[src/rtl/omega_pkg.sv]
package omega_pkg;

   // Perfect shuffle: rotate a link index of lg bits left by one position.
   function automatic int rotl_idx(input int idx, input int lg);
      int mask;
      mask = (1 << lg) - 1;
      return ((idx << 1) | (idx >> (lg - 1))) & mask;
   endfunction

endpackage

[src/rtl/omega_box.sv]
// 2x2 exchange box. Input a is the lower-numbered input and wins ties.
module omega_box #(
   parameter int IDX_W   = 3,
   parameter int DATA_W  = 8,
   parameter int SEL_BIT = 2
) (
   input  logic              a_v,
   input  logic [IDX_W-1:0]  a_dst,
   input  logic [IDX_W-1:0]  a_src,
   input  logic [DATA_W-1:0] a_dat,
   input  logic              b_v,
   input  logic [IDX_W-1:0]  b_dst,
   input  logic [IDX_W-1:0]  b_src,
   input  logic [DATA_W-1:0] b_dat,
   output logic              u_v,
   output logic [IDX_W-1:0]  u_dst,
   output logic [IDX_W-1:0]  u_src,
   output logic [DATA_W-1:0] u_dat,
   output logic              l_v,
   output logic [IDX_W-1:0]  l_dst,
   output logic [IDX_W-1:0]  l_src,
   output logic [DATA_W-1:0] l_dat,
   output logic              lose_v,
   output logic [IDX_W-1:0]  lose_src
);

   logic a_up, a_dn, b_up, b_dn;

   always_comb begin
      a_up = a_v & ~a_dst[SEL_BIT];
      a_dn = a_v &  a_dst[SEL_BIT];
      b_up = b_v & ~b_dst[SEL_BIT];
      b_dn = b_v &  b_dst[SEL_BIT];

      u_v   = a_up | b_up;
      u_dst = a_up ? a_dst : b_dst;
      u_src = a_up ? a_src : b_src;
      u_dat = a_up ? a_dat : b_dat;

      l_v   = a_dn | b_dn;
      l_dst = a_dn ? a_dst : b_dst;
      l_src = a_dn ? a_src : b_src;
      l_dat = a_dn ? a_dat : b_dat;

      lose_v   = (a_up & b_up) | (a_dn & b_dn);
      lose_src = b_src;
   end

endmodule

[src/rtl/omega_stage.sv]
// One rank: perfect-shuffle wiring followed by NPORT/2 exchange boxes.
module omega_stage #(
   parameter int NPORT   = 8,
   parameter int IDX_W   = 3,
   parameter int DATA_W  = 8,
   parameter int SEL_BIT = 2
) (
   input  logic [NPORT-1:0]        in_v,
   input  logic [NPORT*IDX_W-1:0]  in_dst,
   input  logic [NPORT*IDX_W-1:0]  in_src,
   input  logic [NPORT*DATA_W-1:0] in_dat,
   output logic [NPORT-1:0]        out_v,
   output logic [NPORT*IDX_W-1:0]  out_dst,
   output logic [NPORT*IDX_W-1:0]  out_src,
   output logic [NPORT*DATA_W-1:0] out_dat,
   output logic [NPORT-1:0]        lost
);

   localparam int NBOX = NPORT / 2;

   logic              sh_v   [NPORT];
   logic [IDX_W-1:0]  sh_dst [NPORT];
   logic [IDX_W-1:0]  sh_src [NPORT];
   logic [DATA_W-1:0] sh_dat [NPORT];

   logic              bx_lv  [NBOX];
   logic [IDX_W-1:0]  bx_ls  [NBOX];

   genvar p, j;
   generate
      for (p = 0; p < NPORT; p++) begin : g_shuffle
         localparam int Q = omega_pkg::rotl_idx(p, IDX_W);
         assign sh_v[Q]   = in_v[p];
         assign sh_dst[Q] = in_dst[p*IDX_W +: IDX_W];
         assign sh_src[Q] = in_src[p*IDX_W +: IDX_W];
         assign sh_dat[Q] = in_dat[p*DATA_W +: DATA_W];
      end

      for (j = 0; j < NBOX; j++) begin : g_box
         omega_box #(
            .IDX_W  (IDX_W),
            .DATA_W (DATA_W),
            .SEL_BIT(SEL_BIT)
         ) u_box (
            .a_v     (sh_v[2*j]),
            .a_dst   (sh_dst[2*j]),
            .a_src   (sh_src[2*j]),
            .a_dat   (sh_dat[2*j]),
            .b_v     (sh_v[2*j+1]),
            .b_dst   (sh_dst[2*j+1]),
            .b_src   (sh_src[2*j+1]),
            .b_dat   (sh_dat[2*j+1]),
            .u_v     (out_v[2*j]),
            .u_dst   (out_dst[(2*j)*IDX_W +: IDX_W]),
            .u_src   (out_src[(2*j)*IDX_W +: IDX_W]),
            .u_dat   (out_dat[(2*j)*DATA_W +: DATA_W]),
            .l_v     (out_v[2*j+1]),
            .l_dst   (out_dst[(2*j+1)*IDX_W +: IDX_W]),
            .l_src   (out_src[(2*j+1)*IDX_W +: IDX_W]),
            .l_dat   (out_dat[(2*j+1)*DATA_W +: DATA_W]),
            .lose_v  (bx_lv[j]),
            .lose_src(bx_ls[j])
         );
      end
   endgenerate

   // Map each box's dropped packet back onto its source index.
   always_comb begin
      lost = '0;
      for (int b = 0; b < NBOX; b++) begin
         if (bx_lv[b]) lost[bx_ls[b]] = 1'b1;
      end
   end

endmodule

[src/rtl/omega_net.sv]
module omega_net #(
   parameter int NPORT   = 8,
   parameter int DATA_W  = 8,
   parameter bit REG_OUT = 1'b1
) (
   input  logic                                 clk,
   input  logic                                 rst_n,
   input  logic [NPORT-1:0]                     in_valid,
   input  logic [NPORT*$clog2(NPORT)-1:0]       in_dst,
   input  logic [NPORT*DATA_W-1:0]              in_data,
   output logic [NPORT-1:0]                     out_valid,
   output logic [NPORT*DATA_W-1:0]              out_data,
   output logic [NPORT*$clog2(NPORT)-1:0]       out_src,
   output logic [NPORT-1:0]                     blocked
);

   localparam int IDX_W  = $clog2(NPORT);
   localparam int STAGES = IDX_W;

   generate
      if (NPORT < 2 || (NPORT & (NPORT - 1)) != 0) begin : g_bad_nport
         $error("omega_net: NPORT must be a power of two, at least 2");
      end
      if (DATA_W < 1) begin : g_bad_width
         $error("omega_net: DATA_W must be at least 1");
      end
   endgenerate

   logic [NPORT-1:0]        ch_v   [STAGES+1];
   logic [NPORT*IDX_W-1:0]  ch_dst [STAGES+1];
   logic [NPORT*IDX_W-1:0]  ch_src [STAGES+1];
   logic [NPORT*DATA_W-1:0] ch_dat [STAGES+1];
   logic [NPORT-1:0]        lost_m [STAGES];
   logic [NPORT-1:0]        blk_c;

   assign ch_v[0]   = in_valid;
   assign ch_dst[0] = in_dst;
   assign ch_dat[0] = in_data;

   genvar p, k;
   generate
      for (p = 0; p < NPORT; p++) begin : g_tag
         assign ch_src[0][p*IDX_W +: IDX_W] = IDX_W'(p);
      end

      for (k = 0; k < STAGES; k++) begin : g_rank
         omega_stage #(
            .NPORT  (NPORT),
            .IDX_W  (IDX_W),
            .DATA_W (DATA_W),
            .SEL_BIT(STAGES - 1 - k)
         ) u_stage (
            .in_v   (ch_v[k]),
            .in_dst (ch_dst[k]),
            .in_src (ch_src[k]),
            .in_dat (ch_dat[k]),
            .out_v  (ch_v[k+1]),
            .out_dst(ch_dst[k+1]),
            .out_src(ch_src[k+1]),
            .out_dat(ch_dat[k+1]),
            .lost   (lost_m[k])
         );
      end
   endgenerate

   always_comb begin
      blk_c = '0;
      for (int s = 0; s < STAGES; s++) blk_c = blk_c | lost_m[s];
   end

   generate
      if (REG_OUT) begin : g_reg
         always_ff @(posedge clk or negedge rst_n) begin
            if (!rst_n) begin
               out_valid <= '0;
               out_data  <= '0;
               out_src   <= '0;
               blocked   <= '0;
            end else begin
               out_valid <= ch_v[STAGES];
               out_data  <= ch_dat[STAGES];
               out_src   <= ch_src[STAGES];
               blocked   <= blk_c;
            end
         end

         // outputs cleared while reset is held
         a_r1_reset_clear: assert property (@(posedge clk)
            !rst_n |=> (out_valid == '0 && blocked == '0));

         // registered outputs show the routing result of the previous edge
         a_r6_one_cycle: assert property (@(posedge clk) disable iff (!rst_n)
            rst_n |=> (out_valid == $past(ch_v[STAGES]) && blocked == $past(blk_c)));
      end else begin : g_comb
         assign out_valid = ch_v[STAGES];
         assign out_data  = ch_dat[STAGES];
         assign out_src   = ch_src[STAGES];
         assign blocked   = blk_c;
      end
   endgenerate

   // each valid packet is either delivered or dropped
   a_r5_conserve: assert property (@(posedge clk) disable iff (!rst_n)
      ($countones(ch_v[STAGES]) + $countones(blk_c)) == $countones(in_valid));

   // an idle input never reports a conflict
   a_r4_idle_quiet: assert property (@(posedge clk) disable iff (!rst_n)
      (blk_c & ~in_valid) == '0);

   generate
      for (p = 0; p < NPORT; p++) begin : g_chk
         // a packet leaving the last rank sits on the sink named by its destination
         a_r2_lands_home: assert property (@(posedge clk) disable iff (!rst_n)
            ch_v[STAGES][p] |-> (ch_dst[STAGES][p*IDX_W +: IDX_W] == IDX_W'(p)));
      end
   endgenerate

endmodule

[config.mk]
export PLATFORM = sky130hd
export DESIGN_NAME = omega_net
export DESIGN_NICKNAME = d
export VERILOG_FILES = /design/src/rtl/omega_pkg.sv /design/src/rtl/omega_box.sv /design/src/rtl/omega_stage.sv /design/src/rtl/omega_net.sv
export SDC_FILE = /design/constraint.sdc
export NUM_CORES = 1
export LEC_CHECK = 0
export ABC_AREA = 0
export CORE_ASPECT_RATIO = 0.7
export CORE_MARGIN = 3
export CORE_UTILIZATION = 45
export CTS_CLUSTER_SIZE = 14
export DETAILED_ROUTE_END_ITERATION = 10
export MAX_ROUTING_LAYER = met4
export PLACE_DENSITY_LB_ADDON = 0.12
export SLEW_MARGIN = 10
export SYNTH_ARGS = -nofsm -noshare
export SYNTH_HDL_FRONTEND = slang
export SYNTH_SLANG_ARGS = --single-unit
[constraint.sdc]
create_clock -name clk -period 0.8 [get_ports clk]
set_input_delay 0.16 -clock clk [delete_from_list [all_inputs] [get_ports clk]]
set_output_delay 0.16 -clock clk [all_outputs]
set_load 0.005 [all_outputs]
==> results.toml <==
[synthesis]
avgSynthCellArea_um2 = 10.61
synth_flop_cell = "dfrtp_1"
ys_warn_count = 0
yosysMostFrequentCell = "mux2i_1"
netlist.area_leader.share_pct = 40.57
ys_seq_area_share_pct = 40.57
ys_async_sr_fraction_pct = 100.0
synth_edf_count = 0
synthTopCellsByCount = "154 x mux2i_1, 103 x dfrtp_1, 74 x nand2_1, 53 x mux2_2, 21 x o21ai_0"
synth-seq-cells = 103
ys_top_cells_by_area = "dfrtp_1 41%, mux2i_1 24%, mux2_2 9.4%"
syn_nets = 697
syn_area_um2 = 6354
ys_types = 67
synthCells = 599
yosys.area.top_type = "dfrtp_1"

[critical_path]
startpoint_type = "input port"
end_kind = "flip-flop"
critPathMaxFanout = 8
criticalPathCategory = "in -> reg"
arrival_ns = 1.97
critical_path_required_ns = 1.04

[routing]
firstDrtPassIters = 6
viasPerCell = 6.244
wl_per_cell_um = 27.88
remaining_drc_errors = 0
wl_um = 33680
initialDrtViolationCount = 895
vias = 7543
ant_nets = 0

[finish]
multi_input_area_um2 = 4845
seq_area_um2 = 2577
fin_area_um2 = 11780
num-fill-cells = 626
area_growth_pct = 85.47
final_cell_count_no_fill = 1208
layout-drive-gt1-share_pct = 59.69
fin_nets = 1115
fin_util_pct = 87.37

[die]
die_x_um = 148.0
start_util_pct = 47.11
fp-row-count = 35
ioPinCount = 202
die_h_um = 105.4
design.core.area_um2 = 13490
die_area_um2 = 15600

[power]
total_power_mw = 18.51
peakVddDrop_mv = 1.564
switching_power_mw = 6.412
pwr-share-clk_pct = 24.3
seqPwrFrac_pct = 33.7
power_density_nw_per_um2 = 1570
p_leak_nw = 5.646
swShare_pct = 34.65
p_int_mw = 12.09
combPwrFrac_pct = 42.0

[placed_design]
portBuffers = 200
place_ws_ns = -1.778
place_hpwl_um = 20400
gp_congestion = 1.030
dpl_cell_area_um2 = 9921
placed_cells = 1115

[global_routing]
grt_start_max_net_pins = 58
first_global_vias = 7404
gr-total-overflow = 0
groute.usage.overall_pct = 38.64
antenna_found_initial = 1
grt_pass1_wl_um = 44490

[timing]
drv_slew = 0
finalCritPeriodShare_pct = 216.3
min_period_ns = 1.730
worst_slew_pin_slew_ns = 0.5437
fmax_mhz = 578.0
rsz0062_at_grt = "true"
finalSetupViolCount = 205
fin_ws_ns = -0.9303
hold_viol = 0
slew_headroom_pct = 62.71

[clock_network]
cts.sinks = 103
cts_tree = "done"
cts_buffers = 9
root_buffer = "clkbuf_16"
path_clk_slew_ns = 0.07
htree_levels = 3
max-clock-path-buffers = 2

[flow_run]
cap_viol_max_count = 0

[status]
violations = "negative setup slack"
status = "complete, but fails checks"

[hold_path]
hold_path.class = "in -> reg"
-- worst paths after layout --
| check | startpoint | end | slack [ns] | cells past startpoint |
|---|---|---|---|---|
| min in group asynchronous | rst_n | out_src[19] | 0.35 | 3 |
| worst max-delay path | in_valid[1] | blocked[5] | -0.93 | 7 |
| worst min-delay path | in_valid[4] | blocked[4] | 0.17 | 2 |
| max in group asynchronous | rst_n | out_data[12] | 0.13 | 3 |
-- power groups by stage --
stage | Clock [mW] | Combinational, mW | Sequential (mW)
after floorplan | 0 | 2.37 | 6.31
final | 4.50 | 7.78 | 6.23
after CTS | 4.44 | 7.10 | 6.21
after global placement | 0 | 6.00 | 6.29
after global routing | 4.70 | 8.02 | 6.28
after detailed placement | 0 | 6.12 | 6.29
-- per-layer routing --
layer  GRT usage, %  vias to the layer above  share of wire, %
met1          53.67                     3647                38
met2          58.19                      735                46
met4          10.35                        0               4.2
met5              -                        -                 0
li1               -                     3014                 -
met3          7.950                      147                12
-- final cells by class --
cell class / count / area share [%]
multi-input cells: 444 / 41.11
repair buffers: 447 / 31.92
flip-flops and latches: 103 / 21.87
well taps: 185 / 1.964
clock buffers: 9 / 1.911
clock inverters: 7 / 0.5628
inverters: 11 / 0.4990
repair inverters: 1 / 0.1380
diodes: 1 / 0.02124
-- critical path: stages --
cell	delay (ns)
buf_8	0.11
and2_4	0.17
o31ai_4	0.48
mux2i_4	0.42
mux2i_4	0.29
o221ai_2	0.12
a31o_2	0.22
-- through the flow --
step                setup TNS, ns  hold slack [ns]
global route               -95.57           0.1588
floorplan                  -76.83          -0.1356
global placement          -162.70           0.1517
CTS                       -117.47           0.1678
finish                     -91.23           0.1667
detailed placement        -168.45           0.1637
-- what timing repair did --
| item | in CTS | in global routing |
|---|---|---|
| pin swaps | 25 | 38 |
| endpoints found under the hold margin | 103 | 0 |
| hold buffers | 1 | 0 |
| resized for setup | 363 | 343 |
| buffers inserted | 47 | 33 |
| setup endpoints to repair | 206 | 205 |
| cloned | 6 | 0 |
-- registers in the layout, indices dropped and copies added, names as in the netlist --
name and flops:
blocked 7, out_valid 8, out_data 64, out_src 24
-- cells by family (layout without fill, tap and decap cells) --
logic type / after synthesis / after routing / synth area share (%)
AO/OA/AOI/OAI: 72 / 72 / 8.645
XOR/XNOR: 2 / 2 / 0.2757
multiplexers: 208 / 208 / 33.89
flip-flops: 103 / 103 / 40.57
AND/OR/NAND/NOR: 161 / 161 / 12.66
buffers and inverters: 52 / 475 / 3.899
other: 1 / 2 / 0.05902
-- placed cells by master (no fill, tap or decap), drive strengths merged, types with 7 or more instances in the layout --
cell type        n
dfrtp          103
nor3             8
clkbuf         103
buf            279
nand3            7
nand2b          17
nand2           75
inv             13
clkdlybuf4s50   68
nor2            15
mux2i          154
nor2b            7
o21ai           21
mux2            54
Note: power is estimated with default switching activity, not from simulation.
